--- src/rtl/dlw_pkg.sv ---
package dlw_pkg;

  localparam logic [2:0] PAT_XFER      = 3'd0;
  localparam logic [2:0] PAT_OCC       = 3'd2;
  localparam logic [2:0] PAT_BUS_RESET = 3'd3;
  localparam logic [2:0] PAT_OCC_DROP  = 3'd4;
  localparam logic [2:0] PAT_IDLE      = 3'd7;

  typedef enum logic [3:0] {
    ST_IDLE,
    ST_HDR_REQ,
    ST_HDR_WAIT,
    ST_HDR_EVAL,
    ST_DST_REQ,
    ST_DST_WAIT,
    ST_PAY_REQ,
    ST_PAY_WAIT,
    ST_DEV_REQ,
    ST_TX,
    ST_RX,
    ST_WR
  } walk_st_e;

  typedef struct packed {
    logic       last;
    logic [2:0] pat;
    logic [7:0] len_m1;
    logic [1:0] bus;
  } hdr_t;

endpackage

--- src/rtl/dlw_hdr_decode.sv ---
module dlw_hdr_decode
  import dlw_pkg::*;
#(
  parameter int ADDR_W = 32
) (
  input  logic [31:0]       word,
  output hdr_t              fields,
  output logic              is_xfer,
  output logic [8:0]        nwords,
  output logic [ADDR_W-1:0] step
);
  logic unused_hdr_bits;
  assign unused_hdr_bits = ^{word[30:18], word[15:11]};

  always_comb begin
    fields.last   = word[31];
    fields.pat    = word[10:8];
    fields.len_m1 = word[7:0];
    fields.bus    = word[17:16];
    is_xfer       = (word[10:8] == PAT_XFER);
    nwords        = {1'b0, word[7:0]} + 9'd1;
    step          = is_xfer ? (ADDR_W'(8) + (ADDR_W'(nwords) << 2)) : ADDR_W'(4);
  end
endmodule

--- src/rtl/dlw_swap.sv ---
module dlw_swap #(
  parameter int WORD_W = 32
) (
  input  logic              en,
  input  logic [WORD_W-1:0] din,
  output logic [WORD_W-1:0] dout
);
  localparam int NB = WORD_W / 8;
  logic [WORD_W-1:0] rev;

  for (genvar b = 0; b < NB; b++) begin : g_byte
    assign rev[8*b +: 8] = din[WORD_W-8-8*b +: 8];
  end

  assign dout = en ? rev : din;
endmodule

--- src/rtl/dlw_byte_acc.sv ---
module dlw_byte_acc #(
  parameter int CNT_W = 24
) (
  input  logic             clk,
  input  logic             rst_n,
  input  logic             clear,
  input  logic             add_en,
  input  logic [CNT_W-1:0] add_val,
  output logic [CNT_W-1:0] acc_q,
  output logic [CNT_W-1:0] acc_next
);
  assign acc_next = acc_q + (add_en ? add_val : '0);

  always_ff @(posedge clk or negedge rst_n) begin
    if (!rst_n)     acc_q <= '0;
    else if (clear) acc_q <= '0;
    else            acc_q <= acc_next;
  end

  // the total only moves when something is added
  a_r9_hold_without_add: assert property (@(posedge clk) disable iff (!rst_n)
    (!clear && !add_en) |=> $stable(acc_q));
endmodule

--- src/rtl/dlw_walker.sv ---
module dlw_walker
  import dlw_pkg::*;
#(
  parameter int ADDR_W = 32,
  parameter int DATA_W = 32,
  parameter int CNT_W  = 24,
  parameter logic [ADDR_W-1:0] DEST_MASK = ADDR_W'(32'h1FFF_FFE0)
) (
  input  logic              clk,
  input  logic              rst_n,
  input  logic              start,
  input  logic [ADDR_W-1:0] list_base,
  input  logic              order_sel,
  output logic              busy,
  output logic              done,
  output logic [CNT_W-1:0]  byte_count,
  output logic              occ_valid,
  output logic [1:0]        occ_bus,
  output logic              mem_req_valid,
  input  logic              mem_req_ready,
  output logic              mem_req_we,
  output logic [ADDR_W-1:0] mem_req_addr,
  output logic [DATA_W-1:0] mem_req_wdata,
  input  logic              mem_rvalid,
  input  logic [DATA_W-1:0] mem_rdata,
  output logic              dev_req_valid,
  input  logic              dev_req_ready,
  output logic [7:0]        dev_req_recip,
  output logic [8:0]        dev_req_words,
  output logic              dev_tx_valid,
  input  logic              dev_tx_ready,
  output logic [DATA_W-1:0] dev_tx_data,
  output logic              dev_tx_last,
  input  logic              dev_rx_valid,
  output logic              dev_rx_ready,
  input  logic [DATA_W-1:0] dev_rx_data,
  input  logic              dev_rx_last,
  input  logic              dev_rx_nodev
);
  localparam int IDX_W = 9;

  walk_st_e          st;
  logic [ADDR_W-1:0] ptr_q, dst_q;
  logic [31:0]       hdr_q;
  logic [IDX_W-1:0]  idx_q, rxk_q;
  logic [DATA_W-1:0] word_q, wdata_q;
  logic              rxlast_q, swap_q, done_q, occ_q;
  logic [1:0]        occ_bus_q;
  logic [CNT_W-1:0]  count_q;

  hdr_t              dec;
  logic              dec_xfer;
  logic [8:0]        dec_nwords;
  logic [ADDR_W-1:0] dec_step;

  dlw_hdr_decode #(.ADDR_W(ADDR_W)) u_dec (
    .word(hdr_q), .fields(dec), .is_xfer(dec_xfer),
    .nwords(dec_nwords), .step(dec_step)
  );

  logic [DATA_W-1:0] swap_in, swap_out;
  assign swap_in = (st == ST_RX) ? dev_rx_data : mem_rdata;

  dlw_swap #(.WORD_W(DATA_W)) u_swap (
    .en(swap_q), .din(swap_in), .dout(swap_out)
  );

  logic             acc_clear, acc_add;
  logic [CNT_W-1:0] acc_val, acc_q, acc_next;

  always_comb begin
    acc_clear = (st == ST_IDLE) && start;
    acc_add   = 1'b0;
    acc_val   = '0;
    if (st == ST_HDR_EVAL) begin
      acc_add = 1'b1;
      acc_val = CNT_W'(dec_nwords) << 2;
    end else if (st == ST_RX && dev_rx_valid && !dev_rx_nodev) begin
      acc_add = 1'b1;
      acc_val = CNT_W'(4);
    end
  end

  dlw_byte_acc #(.CNT_W(CNT_W)) u_acc (
    .clk(clk), .rst_n(rst_n), .clear(acc_clear),
    .add_en(acc_add), .add_val(acc_val),
    .acc_q(acc_q), .acc_next(acc_next)
  );

  logic tx_final;
  assign tx_final = (idx_q == (dec_nwords - 9'd1));

  // Request channel outputs are decoded straight from state
  always_comb begin
    mem_req_valid = 1'b0;
    mem_req_we    = 1'b0;
    mem_req_addr  = ptr_q;
    unique case (st)
      ST_HDR_REQ: mem_req_valid = 1'b1;
      ST_DST_REQ: begin
        mem_req_valid = 1'b1;
        mem_req_addr  = ptr_q + ADDR_W'(4);
      end
      ST_PAY_REQ: begin
        mem_req_valid = 1'b1;
        mem_req_addr  = ptr_q + ADDR_W'(8) + (ADDR_W'(idx_q) << 2);
      end
      ST_WR: begin
        mem_req_valid = 1'b1;
        mem_req_we    = 1'b1;
        mem_req_addr  = dst_q + (ADDR_W'(rxk_q) << 2);
      end
      default: ;
    endcase
  end

  assign mem_req_wdata = wdata_q;
  assign dev_req_valid = (st == ST_DEV_REQ);
  assign dev_req_recip = word_q[15:8];
  assign dev_req_words = dec_nwords;
  assign dev_tx_valid  = (st == ST_TX);
  assign dev_tx_data   = word_q;
  assign dev_tx_last   = tx_final;
  assign dev_rx_ready  = (st == ST_RX);
  assign busy          = (st != ST_IDLE);
  assign done          = done_q;
  assign byte_count    = count_q;
  assign occ_valid     = occ_q;
  assign occ_bus       = occ_bus_q;

  always_ff @(posedge clk or negedge rst_n) begin
    if (!rst_n) begin
      st        <= ST_IDLE;
      ptr_q     <= '0;
      dst_q     <= '0;
      hdr_q     <= '0;
      idx_q     <= '0;
      rxk_q     <= '0;
      word_q    <= '0;
      wdata_q   <= '0;
      rxlast_q  <= 1'b0;
      swap_q    <= 1'b0;
      done_q    <= 1'b0;
      occ_q     <= 1'b0;
      occ_bus_q <= '0;
      count_q   <= '0;
    end else begin
      done_q <= 1'b0;
      occ_q  <= 1'b0;
      unique case (st)
        ST_IDLE: if (start) begin
          ptr_q  <= list_base;
          swap_q <= ~order_sel;
          st     <= ST_HDR_REQ;
        end
        ST_HDR_REQ:  if (mem_req_ready) st <= ST_HDR_WAIT;
        ST_HDR_WAIT: if (mem_rvalid) begin
          hdr_q <= mem_rdata;
          st    <= ST_HDR_EVAL;
        end
        ST_HDR_EVAL: begin
          if (dec_xfer) begin
            st <= ST_DST_REQ;
          end else begin
            if (dec.pat == PAT_OCC) begin
              occ_q     <= 1'b1;
              occ_bus_q <= dec.bus;
            end
            ptr_q <= ptr_q + dec_step;
            if (dec.last) begin
              done_q  <= 1'b1;
              count_q <= acc_next;
              st      <= ST_IDLE;
            end else begin
              st <= ST_HDR_REQ;
            end
          end
        end
        ST_DST_REQ:  if (mem_req_ready) st <= ST_DST_WAIT;
        ST_DST_WAIT: if (mem_rvalid) begin
          dst_q <= mem_rdata & DEST_MASK;
          idx_q <= '0;
          st    <= ST_PAY_REQ;
        end
        ST_PAY_REQ:  if (mem_req_ready) st <= ST_PAY_WAIT;
        ST_PAY_WAIT: if (mem_rvalid) begin
          word_q <= swap_out;
          st     <= (idx_q == '0) ? ST_DEV_REQ : ST_TX;
        end
        ST_DEV_REQ: if (dev_req_ready) st <= ST_TX;
        ST_TX: if (dev_tx_ready) begin
          if (tx_final) begin
            rxk_q <= '0;
            st    <= ST_RX;
          end else begin
            idx_q <= idx_q + 1'b1;
            st    <= ST_PAY_REQ;
          end
        end
        ST_RX: if (dev_rx_valid) begin
          wdata_q  <= dev_rx_nodev ? '1 : swap_out;
          rxlast_q <= dev_rx_nodev | dev_rx_last;
          st       <= ST_WR;
        end
        ST_WR: if (mem_req_ready) begin
          rxk_q <= rxk_q + 1'b1;
          if (rxlast_q) begin
            ptr_q <= ptr_q + dec_step;
            if (dec.last) begin
              done_q  <= 1'b1;
              count_q <= acc_next;
              st      <= ST_IDLE;
            end else begin
              st <= ST_HDR_REQ;
            end
          end else begin
            st <= ST_RX;
          end
        end
        default: st <= ST_IDLE;
      endcase
    end
  end

  // channel stability under back-pressure
  a_r11_mem_hold: assert property (@(posedge clk) disable iff (!rst_n)
    (mem_req_valid && !mem_req_ready) |=> (mem_req_valid && $stable(mem_req_addr)
      && $stable(mem_req_we) && $stable(mem_req_wdata)));
  a_r11_req_hold: assert property (@(posedge clk) disable iff (!rst_n)
    (dev_req_valid && !dev_req_ready) |=> (dev_req_valid && $stable(dev_req_recip)
      && $stable(dev_req_words)));
  a_r11_tx_hold: assert property (@(posedge clk) disable iff (!rst_n)
    (dev_tx_valid && !dev_tx_ready) |=> (dev_tx_valid && $stable(dev_tx_data)
      && $stable(dev_tx_last)));
  // completion handshake
  a_r10_done_pulse: assert property (@(posedge clk) disable iff (!rst_n)
    done |=> !done);
  a_r10_done_idle: assert property (@(posedge clk) disable iff (!rst_n)
    done |-> !busy);
  // quiet while idle
  a_r1_idle_quiet: assert property (@(posedge clk) disable iff (!rst_n)
    !busy |-> (!mem_req_valid && !dev_req_valid && !dev_tx_valid && !dev_rx_ready));
  // occupy strobe is a single cycle
  a_r4_occ_pulse: assert property (@(posedge clk) disable iff (!rst_n)
    occ_valid |=> !occ_valid);
  // first reply word lands on an aligned destination
  a_r2_dest_align: assert property (@(posedge clk) disable iff (!rst_n)
    (mem_req_valid && mem_req_we && rxk_q == '0) |-> (mem_req_addr[4:0] == 5'd0));
  // no-device beat turns into the all-ones marker write
  a_r8_nodev_marker: assert property (@(posedge clk) disable iff (!rst_n)
    (dev_rx_valid && dev_rx_ready && dev_rx_nodev) |=>
      (mem_req_valid && mem_req_we && mem_req_wdata == '1));
endmodule

--- config.mk ---
export PLATFORM = sky130hd
export DESIGN_NAME = dlw_walker
export DESIGN_NICKNAME = d
export VERILOG_FILES = /design/src/rtl/dlw_pkg.sv /design/src/rtl/dlw_hdr_decode.sv /design/src/rtl/dlw_swap.sv /design/src/rtl/dlw_byte_acc.sv /design/src/rtl/dlw_walker.sv
export SDC_FILE = /design/constraint.sdc
export NUM_CORES = 1
export LEC_CHECK = 0
export BUFFER_PORTS_ARGS = -buffer_cell sky130_fd_sc_hd__buf_2
export CAP_MARGIN = 40
export CORE_AREA = 3 3 179 181
export CTS_CLUSTER_SIZE = 28
export DETAILED_ROUTE_END_ITERATION = 8
export DIE_AREA = 0 0 182 184
export GPL_ROUTABILITY_DRIVEN = 0
export HOLD_SLACK_MARGIN = 0.1
export PLACE_DENSITY = 0.8
export SETUP_SLACK_MARGIN = 0.3
export SKIP_CTS_REPAIR_TIMING = 1
export SYNTH_ARGS = -nofsm -noshare
export SYNTH_HDL_FRONTEND = slang
export SYNTH_HIERARCHICAL = 1
export SYNTH_SLANG_ARGS = --single-unit
--- constraint.sdc ---
create_clock -name clk -period 8.15 [get_ports clk]
set_input_delay 2.0375 -clock clk [delete_from_list [all_inputs] [get_ports clk]]
set_output_delay 2.0375 -clock clk [all_outputs]
set_load 0.02 [all_outputs]
==> results.sh <==
export IMPL_multi_input_area_mm2=0.0101
export IMPL_dp_hpwl_mm=36.4
export IMPL_drt_first_pass_iters=7
export IMPL_clk_latency_ps=550
export IMPL_r2r_cells=15
export IMPL_fin_skew_ps=25.1
export IMPL_crit_arrival_ps=4400
export IMPL_cp_required_ps=6110
export IMPL_rows=64
export IMPL_initial_core_util_pct=52.6
export IMPL_clk_pin_slew_ps=60
export IMPL_timing_final_crit_share_pct=79.0
export IMPL_dp_cells=2379
export IMPL_finalSetupViolCount=0
export IMPL_status="finished, final reports clean"
export IMPL_die_width_um=182
export IMPL_vdd_ir_drop_max_uv=257
export IMPL_core_region_area_mm2=0.0306
export IMPL_cts_tree="built"
export IMPL_hp_class="flip-flop to flip-flop"
export IMPL_r2r_start="hdr_q[0]"
export IMPL_cts_sinks=210
export IMPL_crit_fanout=5
export IMPL_syn_area_mm2=0.0161
export IMPL_grt_max_degree=102
export IMPL_maxSlewHeadroom_pct=37.2
export IMPL_total_power_mw=7.85
export IMPL_ys_warn_count=6
export IMPL_hp_start="mem_req_wdata[2]"
export IMPL_vias_per_cell=6.06
export IMPL_syn2layout_area_growth_pct=14.8
export IMPL_grt_pass1_vias=14300
export IMPL_fillers=2629
export IMPL_max_freq_mhz=155
export IMPL_route_detailed_drc=0
export IMPL_root_buffer="clkbuf_16"
export IMPL_final_cells=2431
export IMPL_die_y_um=184
export IMPL_overflow=0
export IMPL_r2r_end="ptr_q[27]"
export IMPL_dpl_cell_area_mm2=0.0176
export IMPL_rsz0062_at_grt="no"
export IMPL_numCtsBuffers=26
export IMPL_fin_area_mm2=0.0185
export IMPL_endpoint_kind="output port"
export IMPL_h_tree_depth=1
export IMPL_hold_violations=0
export IMPL_antenna_found_initial=8
export IMPL_postSynthCellCount=1796
export IMPL_ant_nets=0
export IMPL_wirelength_mm=48.3
export IMPL_seq_area_mm2=0.00526
export IMPL_max_cap_violations=0
export IMPL_grt_pass1_wl_mm=75.5
export IMPL_nets=2207
export IMPL_routedWlPerCell_um=19.9
export IMPL_syn_avg_cell_area_um2=8.96
export IMPL_setup_tns_final_ps=0
export IMPL_setup_ws_ps=1710
export IMPL_initialDrtViolationCount=1220
export IMPL_leakage_nw=8.85
export IMPL_critPathKind="flip-flop to output port"
export IMPL_clk_path_buf_depth=3
export IMPL_r2r_slack_ps=3160
export IMPL_grt_total_usage_pct=27.5
export IMPL_cp_endpoint="mem_req_addr[27]"
export IMPL_port_buffers=254
export IMPL_cp_start_kind="flip-flop"
export IMPL_finalCriticalPeriod_ps=6440
export IMPL_dieArea_mm2=0.0335
export IMPL_startpoint="ptr_q[3]"
export IMPL_maxSlewViolCount=0
export IMPL_tightest_slew_ps=939
export IMPL_pwr_density_cell_mw_per_mm2=425
export IMPL_pin_count=255
export IMPL_num_vias=14700
export IMPL_fin_util_pct=60.4
export IMPL_fin_hold_ws_ps=460
export IMPL_final_layout_size_suffix_gt1_share_pct=25.4
export IMPL_pre_cts_slack_ps=2340
## power by group
part | internal (mW) | switching (mW)
logic | 1.84 | 2.75
clock network | 0.710 | 0.481
registers | 1.52 | 0.553
## placed cells by master, fill, tap and decap left out, types with 38 or more instances in the layout
cell type and count:
a21oi_1 105, and3_1 42, buf_2 254, conb_1 38, dfrtp_1 209, ha_1 85
inv_1 50, mux2_2 126, nand2_1 208, nand3_1 39, nor2_1 136, o21ai_0 103
xnor2_1 63, xor2_1 54
## flip-flops by register name, indices dropped and copies added (netlist names)
name / flops
byte_count: 24
dev_tx_data: 32
done: 1
dst_q: 24
hdr_q: 14
idx_q: 9
mem_req_wdata: 32
occ_bus: 2
occ_valid: 1
ptr_q: 32
rxk_q: 9
rxlast_q: 1
st: 4
swap_q: 1
u_acc/acc_q: 24
## worst min path at each step
| stage | end | slack [ps] | cells after the start |
|---|---|---|---|
| after global placement | mem_req_wdata[7] | 440 | 2 |
| after floorplan | swap_q | 470 | 2 |
| after CTS | mem_req_wdata[2] | 460 | 2 |
| final | mem_req_wdata[2] | 460 | 2 |
| after detailed placement | mem_req_wdata[2] | 450 | 2 |
| after global routing | mem_req_wdata[2] | 480 | 2 |
## metal layers
layer | part of all wire, % | GRT usage [%] | wire [um]
met5 | 0.043 | 0 | 21
met4 | 5.1 | 12.0 | 2470
met3 | 8.5 | 4.91 | 4100
met2 | 46 | 45.3 | 22300
met1 | 40 | 35.8 | 19400
## critical path: stages (launching register included)
cell and delay [ps]:
dfrtp_1 430, inv_1 120, ha_1 310, inv_1 60, ha_1 160, inv_1 50, fa_1 400, nor2b_1 130
o21ai_1 90, a21boi_1 310, o2111ai_1 230, a2111oi_0 450, a21oi_1 80, nor4b_1 420, mux2i_1 140, a211o_1 320
buf_2 180
## cell type report
cell class,count,share of cell area (%)
multi-input cells,1445,54.8
clock buffers,31,3.79
flip-flops and latches,210,28.5
inverters,53,1.08
well taps,396,2.68
clock inverters,16,0.969
repair buffers,275,8.14
diodes,5,0.0677
Power figures use the tool's default switching activity.
